==> src/rtl/i2c_lean_pkg.sv <==
package i2c_lean_pkg;

    typedef enum logic [2:0] {
        ST_IDLE,
        ST_START,
        ST_BIT,
        ST_HOLD,
        ST_STOP
    } st_e;

    typedef struct packed {
        st_e        st;
        logic [1:0] ph;
        logic [3:0] bitn;
        logic [7:0] sh;
        logic [7:0] rsh;
        logic       dir;
        logic       first;
        logic       last;
        logic       scl_oe;
        logic       sda_oe;
        logic [7:0] wr_byte;
        logic [7:0] rd_byte;
        logic       ack;
    } core_t;

endpackage

==> src/rtl/i2c_lean_qtick.sv <==
module i2c_lean_qtick #(
    parameter int QLEN = 125
) (
    input  logic clk,
    input  logic rst_n,
    input  logic run,
    output logic tick
);
    localparam int CW = (QLEN > 1) ? $clog2(QLEN) : 1;

    logic [CW-1:0] cnt_d, cnt_q;

    always_comb begin
        tick  = run && (cnt_q == CW'(QLEN - 1));
        cnt_d = cnt_q;
        if (!run || tick) cnt_d = '0;
        else              cnt_d = cnt_q + 1'b1;
    end

    always_ff @(posedge clk or negedge rst_n) begin
        if (!rst_n) cnt_q <= '0;
        else        cnt_q <= cnt_d;
    end
endmodule

==> src/rtl/i2c_lean_fsm.sv <==
module i2c_lean_fsm
    import i2c_lean_pkg::*;
#(
    parameter int CNT_W = 8
) (
    input  logic             clk,
    input  logic             rst_n,
    input  logic             tick,
    input  logic             go,
    input  logic [7:0]       go_data,
    input  logic             go_last,
    input  logic             sda_i,
    output logic             run,
    output st_e              st,
    output logic             scl_oe,
    output logic             sda_oe,
    output logic [7:0]       wr_byte,
    output logic [7:0]       rd_byte,
    output logic             ack_bit,
    output logic [CNT_W-1:0] frame_cnt
);
    core_t            d, q;
    logic [CNT_W-1:0] fc_d, fc_q;
    logic             writing;
    logic             bit_oe;

    always_comb begin
        d       = q;
        fc_d    = fc_q;
        writing = q.first || !q.dir;
        if (q.bitn[3]) bit_oe = writing ? 1'b0 : ~q.last;
        else           bit_oe = writing ? ~q.sh[7] : 1'b0;

        case (q.st)
            ST_IDLE: begin
                if (go) begin
                    d.st      = ST_START;
                    d.ph      = 2'd0;
                    d.bitn    = 4'd0;
                    d.sh      = go_data;
                    d.wr_byte = go_data;
                    d.dir     = go_data[0];
                    d.first   = 1'b1;
                    d.last    = go_last;
                    fc_d      = '0;
                end
            end
            ST_START: begin
                if (tick) begin
                    d.ph = q.ph + 2'd1;
                    if (q.ph == 2'd1) d.sda_oe = 1'b1;
                    if (q.ph == 2'd3) begin
                        d.st     = ST_BIT;
                        d.bitn   = 4'd0;
                        d.scl_oe = 1'b1;
                    end
                end
            end
            ST_BIT: begin
                if (tick) begin
                    d.ph = q.ph + 2'd1;
                    case (q.ph)
                        2'd0: d.sda_oe = bit_oe;
                        2'd1: d.scl_oe = 1'b0;
                        2'd2: begin
                            if (q.bitn[3]) d.ack = sda_i;
                            else           d.rsh = {q.rsh[6:0], sda_i};
                        end
                        default: begin
                            d.scl_oe = 1'b1;
                            if (!q.bitn[3]) begin
                                d.bitn = q.bitn + 4'd1;
                                d.sh   = {q.sh[6:0], 1'b0};
                            end else begin
                                fc_d    = fc_q + 1'b1;
                                d.first = 1'b0;
                                if (!writing) d.rd_byte = q.rsh;
                                d.st = q.last ? ST_STOP : ST_HOLD;
                            end
                        end
                    endcase
                end
            end
            ST_HOLD: begin
                if (go) begin
                    d.st   = ST_BIT;
                    d.ph   = 2'd0;
                    d.bitn = 4'd0;
                    d.last = go_last;
                    if (!q.dir) begin
                        d.sh      = go_data;
                        d.wr_byte = go_data;
                    end
                end
            end
            ST_STOP: begin
                if (tick) begin
                    d.ph = q.ph + 2'd1;
                    case (q.ph)
                        2'd0:    d.sda_oe = 1'b1;
                        2'd1:    d.scl_oe = 1'b0;
                        2'd2:    d.sda_oe = 1'b0;
                        default: d.st     = ST_IDLE;
                    endcase
                end
            end
            default: d.st = ST_IDLE;
        endcase
    end

    always_ff @(posedge clk or negedge rst_n) begin
        if (!rst_n) begin
            q         <= '0;
            q.st      <= ST_IDLE;
            q.ack     <= 1'b1;
            fc_q      <= '0;
        end else begin
            q         <= d;
            fc_q      <= fc_d;
        end
    end

    assign run       = (q.st == ST_START) || (q.st == ST_BIT) || (q.st == ST_STOP);
    assign st        = q.st;
    assign scl_oe    = q.scl_oe;
    assign sda_oe    = q.sda_oe;
    assign wr_byte   = q.wr_byte;
    assign rd_byte   = q.rd_byte;
    assign ack_bit   = q.ack;
    assign frame_cnt = fc_q;
endmodule

==> src/rtl/i2c_lean_master.sv <==
module i2c_lean_master
    import i2c_lean_pkg::*;
#(
    parameter int CLK_HZ = 50_000_000,
    parameter int BUS_HZ = 100_000,
    parameter int CNT_W  = 8
) (
    input  logic             clk,
    input  logic             rst_n,
    input  logic             go,
    input  logic [7:0]       go_data,
    input  logic             go_last,
    input  logic             busy_hide,
    output logic             busy,
    output logic [CNT_W-1:0] frame_cnt,
    output logic [7:0]       wr_byte,
    output logic [7:0]       rd_byte,
    output logic             ack_bit,
    output logic             scl_oe,
    output logic             sda_oe,
    input  logic             sda_i
);
    localparam int Q_RAW = CLK_HZ / (4 * BUS_HZ);
    localparam int QLEN  = (Q_RAW < 1) ? 1 : Q_RAW;

    logic core_run;
    logic core_tick;
    st_e  core_st;

    i2c_lean_qtick #(.QLEN(QLEN)) u_qtick (
        .clk   (clk),
        .rst_n (rst_n),
        .run   (core_run),
        .tick  (core_tick)
    );

    i2c_lean_fsm #(.CNT_W(CNT_W)) u_fsm (
        .clk       (clk),
        .rst_n     (rst_n),
        .tick      (core_tick),
        .go        (go),
        .go_data   (go_data),
        .go_last   (go_last),
        .sda_i     (sda_i),
        .run       (core_run),
        .st        (core_st),
        .scl_oe    (scl_oe),
        .sda_oe    (sda_oe),
        .wr_byte   (wr_byte),
        .rd_byte   (rd_byte),
        .ack_bit   (ack_bit),
        .frame_cnt (frame_cnt)
    );

    assign busy = core_run & ~busy_hide;
endmodule

==> config.mk <==
export PLATFORM = sky130hd
export DESIGN_NAME = i2c_lean_master
export DESIGN_NICKNAME = d
export VERILOG_FILES = /design/src/rtl/i2c_lean_pkg.sv /design/src/rtl/i2c_lean_qtick.sv /design/src/rtl/i2c_lean_fsm.sv /design/src/rtl/i2c_lean_master.sv
export SDC_FILE = /design/constraint.sdc
export NUM_CORES = 1
export LEC_CHECK = 0
export BUFFER_PORTS_ARGS = -buffer_cell sky130_fd_sc_hd__buf_2
export CAP_MARGIN = 30
export CORE_MARGIN = 2
export CORE_UTILIZATION = 50
export DETAILED_ROUTE_END_ITERATION = 8
export PLACE_DENSITY = 0.71
export SYNTH_ARGS = -nofsm -noshare
export SYNTH_HDL_FRONTEND = slang
export SYNTH_SLANG_ARGS = --single-unit
==> constraint.sdc <==
create_clock -name clk -period 6.2 [get_ports clk]
set_input_delay 0.31 -clock clk [delete_from_list [all_inputs] [get_ports clk]]
set_output_delay 0.31 -clock clk [all_outputs]
set_load 0.02 [all_outputs]
# After elaboration in Yosys (flattened, before gate mapping)
# Cells that the tools add are included.
# totals
ff_bits	62
latch_bits	0
ramBits	0
rom_bits	0
input_bits	14
wordCells	131
memories	0
# classes
add_sub_neg	4
mul	0
n_div	0
order_cmp	0
n_eq_ne	24
n_shift	0
muxes	49
bitwise	7
reduce_logical	31
# ops
cell	count
8-bit two-way mux	9
17-bit two-way mux	2
8-bit case mux with 2 select lines	2
7-bit AND reduction	4
25-bit two-way mux	1
12-bit two-way mux	2
8-bit case mux with 3 select lines	1
2-bit != test (second input constant)	11
4-bit case mux with 4 select lines	1
3-bit two-way mux	5
3-bit case mux with 5 select lines	1
4-bit AND reduction	3
1-bit two-way mux	11
2-bit case mux with 5 select lines	1
5-bit AND reduction	2
9-bit two-way mux	1
9-bit AND reduction	1
8-bit by 1-bit adder with 8-bit output (second input constant)	1
2-bit two-way mux	4
2-bit by 1-bit != test with 1-bit output (second input constant)	4
1-bit case mux with 2 select lines	4
8-bit AND reduction	1
7-bit by 1-bit adder with 7-bit output (second input constant)	1
7-bit equality test (second input constant)	1
other kinds (28)	41

# Longest topological paths before layout
# Gate-level depths: netlist (run 1).
# logic_depth
ltp_word	7
depth_mapped	8
depth_no_buf	7

# Hierarchy
# A second synthesis (run 1) with hierarchy kept.
# unflattened
hier_cells	304
hier_area_um2	3296.9
# modules_own_cells
module	instances	cells_per_inst	area_each_um2	seq_area_each_um2
i2c_lean_fsm	1	268	2946.6	1377.6
i2c_lean_qtick	1	35	336.6	175.2
i2c_lean_master	1	1	13.8	0.0

# Worst setup path after synthesis (run 1)
# OpenSTA, ideal clock, no wires.
# synth_path
kind	reg-to-reg
from	register, netlist name u_fsm.st[0]
to	register u_fsm.q, in the netlist u_fsm.sda_oe
setup_time_ns	0.125
t_arrival_ns	1.886
t_required_ns	6.075
path_slack_ns	4.189
stages_incl_launch_ff	8
period_less_slack_ns	2.011
cell_sequence	dfrtp_1 buf_6 or3b_1 buf_6 o21ai_0 nand2_1 o21ai_0 mux2_2
# synth_between
elab_chain_len	6
word_cells_on_any_way	15
classes_between	9 x eq/ne; 1 x mux; 5 x reduce/logical
# synth_lines
element	line	source
3-bit by 1-bit equality test with 1-bit output / 3-bit by 2-bit equality test with 1-bit output (equally long branches)	i2c_lean_fsm.sv:34, i2c_lean_fsm.sv:123	
1-bit logical OR (2 in a row)	i2c_lean_fsm.sv:123	assign run = (q.st == ST_START) || (q.st == ST_BIT) || (q.st == ST_STOP);
1-bit logical AND	i2c_lean_qtick.sv:14	tick = run && (cnt_q == CW'(QLEN - 1));
2-bit != test (no source line)	--	
7-bit AND reduction (no source line)	--	
end: declaration	i2c_lean_fsm.sv:22	core_t d, q;
# Parallel ways exist; a longest one is shown, timed or not.
# A chain may end at the register's enable or synchronous reset.

# Final worst setup path (run 1)
# layout_path
from	register, netlist name u_fsm.st[1]
to	register u_fsm.q, in the netlist u_fsm.sda_oe
# layout_between
elab_chain_len	6
word_cells_on_any_way	15
classes_between	9 x eq/ne; 1 x mux; 5 x reduce/logical
# layout_lines
element	line
3-bit by 1-bit equality test with 1-bit output / 3-bit by 2-bit equality test with 1-bit output (equally long branches)	i2c_lean_fsm.sv:34, i2c_lean_fsm.sv:123
1-bit logical OR (2 in a row)	i2c_lean_fsm.sv:123
1-bit logical AND	i2c_lean_qtick.sv:14
2-bit != test (no source line)	--
7-bit AND reduction (no source line)	--
# Parallel ways exist; a longest one is shown, timed or not.

==> results of run 1 <==
cell families after synthesis:
| family | synth area share, % |
|---|---|
| AOI/OAI and AO/OA | 11.9 |
| buffers and inverters | 6.82 |
| adders and majority gates | 3.47 |
| muxes | 11.6 |
| DFF | 47.8 |
| and+or+nand+nor | 16.1 |
| xor gates and xnor gates | 2.43 |
sequential cells by signal (all words and copies together) (netlist names):
name,count
u_qtick.cnt_q,7
u_fsm.q,25
u_fsm.frame_cnt,8
u_fsm.ack_bit,1
u_fsm.st,3
u_fsm.scl_oe,1
u_fsm.wr_byte,8
u_fsm.rd_byte,8
u_fsm.sda_oe,1
layer usage:
layer | vias up | global-route usage (%) | part of all wire [%]
met5 | - | 0 | 0
met4 | 0 | 7.36 | 1.4
met2 | 64 | 30.3 | 47
met3 | 12 | 5.41 | 5.3
met1 | 1166 | 27.6 | 46
li1 | 1135 | - | -
layout make-up:
cell class / count / area share, %
clock buffer: 10 / 3.82
clock inverter: 6 / 2.60
inverter: 10 / 1.04
multi-input combinational: 213 / 40.9
sequential: 62 / 43.1
tap: 77 / 2.67
timing repair buffer: 42 / 5.90
through the flow:
stage               power [mW]  hold slack, ns  utilization [%]
detailed placement       0.870           0.470             53.4
finish                    1.27           0.133             57.1
CTS                       1.28           0.157             57.1
floorplan                0.809          0.0144                -
global route              1.35           0.195             57.1
global placement         0.859           0.462             53.4
path summary, 6_finish.rpt:
kind	start	to	slack [ns]	cells after the start
min in group clk	go_data[2]	u_fsm.wr_byte[2]	0.21	2
max in group asynchronous	rst_n	u_fsm.frame_cnt[5]	5.57	2
hold reg to reg	u_fsm.scl_oe	u_fsm.scl_oe	0.48	2
setup reg to reg	u_fsm.st[1]	u_fsm.sda_oe	3.30	5
hold / removal	rst_n	u_qtick.cnt_q[4]	0.13	2
setup / recovery	u_fsm.st[1]	u_fsm.sda_oe	3.30	5
placed cells by master, fill, tap and decap left out, types with 2 or more instances in the layout:
master     netlist  routed
buf_2            3      41
nor3b_1          5       5
and2_1           3       3
nor2b_1          2       2
nand3_1         10      10
a21oi_1          6       6
a22oi_1          7       7
nor2_1          24      24
o21ai_0         31      31
mux2i_1          6       6
mux2_2          28      28
clkbuf_8         0      10
inv_1           10      10
clkinv_4         0       2
dfrtp_1         61      61
o31ai_1          2       2
xnor2_1          4       4
and3_1           5       5
nand4_1          4       4
a21o_1           2       2
bufinv_16        0       2
xor2_1           5       5
nor3_1           6       6
ha_1             9       9
nand2b_1         2       2
nand2_1         29      29
worst max-delay path: stages, from the launching register on:
cell	delay, ns
dfrtp_1	0.83
or3b_1	0.70
o21ai_0	0.41
nand2_1	0.33
o21ai_0	0.16
mux2_2	0.35
power by group:
group	internal [mW]	total [mW]	switching (mW)
Sequential	0.479	0.548	0.0685
Combinational	0.126	0.317	0.191
Clock	0.240	0.408	0.168
Total	0.845	1.27	0.428
==> out/metrics.csv, run 1 <==
stage,metric,value,unit
run_status,outcome,"finished, final reports clean",
synth,syn-num-nets,335,
place,dpl.hpwl,4.52,mm
hold_path,hp-class,input pin to asynchronous set/reset pin,
cts,clk_pin_slew_worst_paths,0.07,ns
cts,cts_buffer_depth,2,
timing,max_freq,344,MHz
cts,cts_resized,0,
finish,fillers,575,
cts,cts_hold_buf,0,
timing,setup_viol,0,
cts,cts_tree,yes,
timing,slew_viol_final,0,
finish,final-seq-area,0.00155,mm²
setup_path,crit_type,register to register,
drt,route.detailed.drc,0,
place,place_area,0.00337,mm²
synth,synthTopCellsByArea,"dfrtp_1 47%, mux2_2 9.7%, o21ai_0 4.8%",
drt,drtPass1Iterations,4,
global_route,gr-total-overflow,0,
drt,wl_per_cell,15.4,µm
setup_path,worstPathMaxFanout,27,
timing,finalCritPeriodShare,46.8,%
global_route,grt_max_degree,63,
synth,avgSynthCellArea,10.4,µm²
timing,setup-tns-final,0,ns
drt,route.vias.total,2377,
drt,drt_iter0_drc,174,
synth,yosys.area.top_type,dfrtp_1,
finish,syn_to_final_growth,11.0,%
synth,yosys_warnings,0,
setup_path,cp.arrival,3.13,ns
synth,netlist_instances,312,
timing,hold_viol,0,
synth,syn-cell-area,0.00325,mm²
finish,drive_gt1_share,26.8,%
die,initial_core_util,51.5,%
place,place.gp.congestion,0.860,
timing,rsz0062_at_grt,false,
cts,clock_latency,0.35,ns
synth,ys_ff_latch,62,
drt,ant_nets,0,
setup_path,start_kind,register,
die,rows,29,
synth,synth_top_area_share,47.0,%
global_route,grt_pass1_vias,2415,
finish,nets,361,
cts,cts_setup_buffers,0,
finish,fin_area,0.00361,mm²
finish,final_cells,420,
die,die_w,84.6,µm
drt,vias_per_cell,5.66,
setup_path,worstPathRequired,6.43,ns
drt,routed_wl,6.48,mm
pwr,peakVddDrop,0.216,mV
synth,ys_types,50,
finish,antennaDiodeCount,0,
timing,fin_crit,2.90,ns
synth,synth_commonest_cells,"61 x dfrtp_1, 31 x o21ai_0, 29 x nand2_1, 28 x mux2_2, 24 x nor2_1",
pwr,p_leak,1.74,nW
synth,yosys_most_used_dff,dfrtp_1,
finish,multi_input_area,0.00148,mm²
die,ios,42,
timing,worst_pin_slew,0.888,ns
timing,slew_headroom,40.5,%
synth,synth.most_common_cell,dfrtp_1,
timing,skew,0.0120,ns
setup_path,end_kind,register,
global_route,grtUsageTotal,19.9,%
timing,setup_slack,3.30,ns
die,die_h,84.6,µm
die,coreArea,0.00631,mm²
synth,synthArstFlopShare,100,%
die,dieArea,0.00716,mm²
cts,clock-sinks,62,
cts,cts_root_buf,clkbuf_8,
synth,ys_seq_area_share,47.8,%
place,dp.cells,404,
cts,htree_num_levels,3,
pwr,power_density,353,mW/mm²
job,cap_violations,0,
global_route,antenna_found_initial,0,
cts,numCtsBuffers,9,
global_route,grt_pass1_wl,11.4,mm
synth,synth_edf_count,0,
place,portBuffers,41,
place,preCtsSetupSlack,3.35,ns
(Power assumes the default switching activity.)
==> inputs of run 2 (changes only) <==
Clock period 6.2 ns to 3 ns, I/O delays scaled along.
==> run 2 against run 1 <==
Against the previous run: cell area increased by 2.5%; combinational power grew 120%; core utilization grew 1.4 points; final cell count is 1.9% higher; count of clock-buffer cells in the layout rose by 1; critical path type unchanged.
==> out/metrics.csv, run 2 (synthesis gave the netlist of run 1 again) <==
stage,metric,value,unit
run_status,outcome,"finished, final reports clean",
drt,route.detailed.drc,0,
timing,worst_pin_slew,0.868,ns
hold_path,hold_depth,2,
finish,antennaDiodeCount,0,
die,initial_core_util,51.5,%
drt,vias_per_cell,5.61,
pwr,power_density,733,mW/mm²
pwr,p_leak,1.79,nW
setup_path,reg2regPathDepth,5,
drt,drt_iter0_drc,129,
cts,cts_root_buf,clkbuf_8,
cts,clock_latency,0.34,ns
cts,numCtsBuffers,9,
setup_path,slowest_stage,or3b_1,
timing,setup_viol,0,
job,cap_violations,0,
setup_path,rrSetupSlack,0.69,ns
pwr,peakVddDrop,0.457,mV
finish,regMostFlops,u_fsm.q,
timing,max_freq,433,MHz
place,portBuffers,41,
cts,cts_buffer_depth,2,
setup_path,r2r-start,u_fsm.st[0],
timing,slew_viol_final,0,
setup_path,worstPathMaxFanout,16,
place,preCtsSetupSlack,0.701,ns
place,place.gp.congestion,0.908,
die,die_h,84.6,µm
global_route,grt_max_degree,32,
global_route,antenna_found_initial,0,
place,dpl.hpwl,4.72,mm
setup_path,crit_type,register to register,
setup_path,start_kind,register,
timing,setup-tns-final,0,ns
die,dieArea,0.00716,mm²
timing,fin_crit,2.31,ns
timing,holdWs,0.0568,ns
global_route,grtUsageTotal,20.9,%
global_route,grt_pass1_vias,2473,
cts,cts_tree,yes,
drt,ant_nets,0,
finish,final_cells,428,
finish,nets,369,
setup_path,end_kind,register,
setup_path,cp_cell_sequence,"or3b_1, nor3_4, nand3_2, nand3b_4, mux2_2",
drt,wl_per_cell,15.5,µm
finish,fillers,567,
timing,finalCritPeriodShare,77.0,%
finish,mostFrequentLayoutCells,"61 x dfrtp_1, 41 x buf_2, 31 x o21ai_0, 29 x nand2_1, 28 x mux2_2",
setup_path,critPathMaxStageDelay,0.67,ns
drt,route.vias.total,2399,
die,coreArea,0.00631,mm²
die,rows,29,
die,die_w,84.6,µm
hold_path,worstHoldStart,go_data[4],
timing,rsz0062_at_grt,false,
timing,slew_headroom,41.9,%
die,ios,42,
place,dp.cells,411,
setup_path,regToRegEndpoint,u_fsm.rd_byte[3],
timing,setup_slack,0.691,ns
finish,largest_reg_flops,25,
global_route,grt_pass1_wl,11.8,mm
drt,routed_wl,6.63,mm
timing,skew,0.0117,ns
finish,final_common_cell,dfrtp_1,
cts,htree_num_levels,3,
setup_path,worstPathRequired,3.22,ns
drt,drtPass1Iterations,4,
setup_path,cp.arrival,2.53,ns
global_route,gr-total-overflow,0,
timing,hold_viol,0,
hold_path,min_to,u_fsm.wr_byte[4],
finish,syn_to_final_growth,13.8,%
finish,drive_gt1_share,27.9,%
hold_path,hp-class,input pin to register,
cts,clock-sinks,62,
cts,clk_pin_slew_worst_paths,0.08,ns
## run 2: final cells by class
type	instances	area (µm²)	area share, %
Clock inverter	5	106	2.88
Tap cell	77	96.3	2.61
Timing Repair Buffer	50	288	7.78
Clock buffer	11	141	3.82
Multi-Input combinational cell	213	1480	39.9
Inverter	10	37.5	1.02
Sequential cell	62	1550	42.0
## run 2: metrics by stage
stage / power [mW] / area (µm²) / utilization, %
finish: 2.71 / 3700 / 58.6
CTS: 2.73 / 3700 / 58.6
floorplan: 1.67 / 3250 / -
global route: 2.87 / 3700 / 58.6
global placement: 1.79 / 3420 / 54.2
detailed placement: 1.82 / 3440 / 54.5
## run 2: what timing repair did
action,CTS,global route
endpoints found under the hold margin,14,0
hold buffers,1,0
endpoints found under the setup margin,0,0
buffers inserted,0,0
resized for setup,0,0
## run 2: power by group
group	total (mW)	internal, mW	switching, mW
Clock	0.911	0.576	0.334
Combinational	0.702	0.277	0.425
Sequential	1.10	0.991	0.108
## run 2: how the worst max path moves through the flow
stage | cells after the start | slack, ns | startpoint | endpoint
final | 5 | 0.69 | u_fsm.st[0] | u_fsm.rd_byte[3]
after global routing | 6 | 0.39 | u_qtick.cnt_q[0] | u_fsm.q[35]
after CTS | 5 | 0.69 | u_fsm.st[0] | u_fsm.rd_byte[3]
after detailed placement | 3 | 0.70 | u_fsm.st[0] | u_fsm.q[36]
after global placement | 5 | 0.75 | u_fsm.st[0] | u_fsm.rd_byte[3]
after floorplan | 7 | 0.99 | u_fsm.st[0] | u_fsm.sda_oe
## run 2: layer usage
layer	track usage [%]	vias to the layer above	part of all wire (%)
li1	-	1148	-
met1	27.7	1171	44
met2	33.2	69	49
met3	5.60	11	4.9
met4	7.50	0	2.0
met5	0	-	0
## run 2: critical path: cells and delay by family, from the launching register on
kind | cells | cell delay (ns)
and+or+nand+nor | 4 | 1.51
DFF | 1 | 0.37
muxes | 1 | 0.31
==> inputs of run 3 (changes only) <==
Settings changed: PLACE_DENSITY 0.71 to 0.73.
Clock period 3 ns to 1.9 ns, I/O delays scaled along.
==> run 3 against run 2 <==
Against the previous run: count of clock-buffer cells in the layout shrank 1; non-clock buffer count grew 18; global-route usage shrank 1.2 points; cell area grew 2.9%; sequential share of layout area shrank 1.2 points; fmax grew 26%; largest cell class unchanged; largest power group unchanged; power grew 50%; worst setup slack lost 0.62 ns; final cell count grew 4.2%; sequential power grew 56%; core utilization grew 1.7 points; highest routed layer unchanged.
==> out/metrics.csv, run 3 (synthesis gave the netlist of run 1 again) <==
stage,metric,value,unit
finish,syn_to_final_growth,17.1,%
setup_path,worstPathRequired,2.12,ns
global_route,grt_max_degree,40,
die,initial_core_util,51.5,%
finish,drive_gt1_share,32.8,%
drt,vias_per_cell,5.48,
timing,setup-tns-final,0,ns
finish,largest_reg_flops,25,
hold_path,hp-class,input pin to register,
pwr,power_density,1070,mW/mm²
cts,clk_pin_slew_worst_paths,0.07,ns
place,portBuffers,41,
cts,clock_latency,0.34,ns
run_status,outcome,"finished, final reports clean",
timing,holdWs,0.00741,ns
die,dieArea,0.00716,mm²
place,dp.cells,426,
cts,cts_tree,yes,
finish,regMostFlops,u_fsm.q,
drt,drtPass1Iterations,4,
timing,setup_viol,0,
drt,routed_wl,6.65,mm
pwr,p_leak,1.87,nW
finish,fin_area,0.00381,mm²
global_route,grt_pass1_wl,11.3,mm
drt,ant_nets,0,
global_route,grtUsageTotal,19.6,%
drt,route.vias.total,2443,
die,rows,29,
drt,route.detailed.drc,0,
setup_path,crit_type,register to register,
timing,slew_viol_final,0,
setup_path,end_kind,register,
setup_path,r2r-start,u_fsm.q[43],
timing,finalCritPeriodShare,96.1,%
global_route,grt_pass1_vias,2376,
drt,drt_iter0_drc,181,
global_route,gr-total-overflow,0,
pwr,peakVddDrop,0.631,mV
cts,clock-sinks,62,
die,die_w,84.6,µm
drt,wl_per_cell,14.9,µm
cts,cts_root_buf,clkbuf_8,
global_route,antenna_found_initial,0,
timing,worst_pin_slew,0.551,ns
die,ios,42,
timing,skew,0.0128,ns
finish,nets,387,
finish,final_cells,446,
job,cap_violations,0,
timing,rsz0062_at_grt,false,
finish,final_common_cell,dfrtp_1,
setup_path,worstPathMaxFanout,7,
die,die_h,84.6,µm
finish,fin_util,60.3,%
place,dpl.hpwl,4.85,mm
cts,numCtsBuffers,9,
setup_path,cp-startpoint,u_fsm.q[43],
timing,slew_headroom,63.2,%
setup_path,cp.arrival,2.05,ns
cts,cts_buffer_depth,2,
place,place.gp.congestion,0.891,
hold_path,worstHoldStart,go_data[2],
timing,hold_viol,0,
timing,fin_crit,1.83,ns
timing,max_freq,548,MHz
place,place_area,0.00355,mm²
finish,antennaDiodeCount,0,
finish,mostFrequentLayoutCells,"60 x dfrtp_1, 41 x buf_2, 30 x o21ai_0, 28 x nand2_1, 28 x mux2_2",
cts,htree_num_levels,3,
setup_path,start_kind,register,
die,coreArea,0.00631,mm²
## run 3: changes by cell type in the layout (fill, tap and decap cells not counted), moves of 2 or more
| cell | previous run | this run |
|---|---|---|
| buf_4 | 7 | 22 |
| bufinv_16 | 3 | 1 |
| clkinv_2 | 0 | 3 |
| dlygate4sd3_1 | 1 | 3 |
## run 3: final timing paths
kind,to,slack (ns),depth (start not counted)
setup / recovery,u_fsm.frame_cnt[4],0.07,6
hold / removal,u_fsm.wr_byte[2],0.007,2
setup reg to reg,u_fsm.frame_cnt[4],0.07,6
hold reg to reg,u_fsm.q[30],0.48,2
max in group asynchronous,u_fsm.ack_bit,0.97,3
min in group asynchronous,u_qtick.cnt_q[2],0.28,2
## run 3: metrics by stage
step,total power [mW],setup slack [ns]
after floorplan,2.64,-0.0677
after global placement,2.91,0.0599
after detailed placement,2.95,-0.0151
after CTS,4.08,0.0350
after global routing,4.31,0.00745
final,4.07,0.0743
## run 3: what timing repair did
item / CTS / global route
endpoints found under the setup margin: 2 / 18
buffers inserted: 0 / 1
pin swaps: 0 / 1
resized for setup: 1 / 9
hold buffers: 3 / 0
hold endpoints to repair: 25 / 0
## run 3: metal layers
layer	global-route usage, %	vias up	wire length [µm]
met1	26.7	1178	3090
li1	-	1193	-
met2	30.7	59	3170
met5	0	-	0
met3	3.93	13	261
met4	8.66	0	129
## run 3: power by group
| part | switching (mW) | internal [mW] |
|---|---|---|
| sequential | 0.150 | 1.57 |
| combinational | 0.713 | 0.531 |
| clock | 0.509 | 0.603 |
## run 3: cell type report
class	count	area [µm²]
fill	552	2510
sequential	62	1550
multi-input combinational	213	1500
timing repair buffer	68	432
clock buffer	10	128
tap	77	96.3
clock inverter	6	62.6
inverter	10	37.5
## run 3: critical path, stage by stage, from the launching register on
cell and delay [ns]:
dfrtp_1 0.41, ha_2 0.25, nand3_1 0.09, o32a_1 0.41, nand2b_2 0.26, o21ai_0 0.21
o31ai_1 0.09
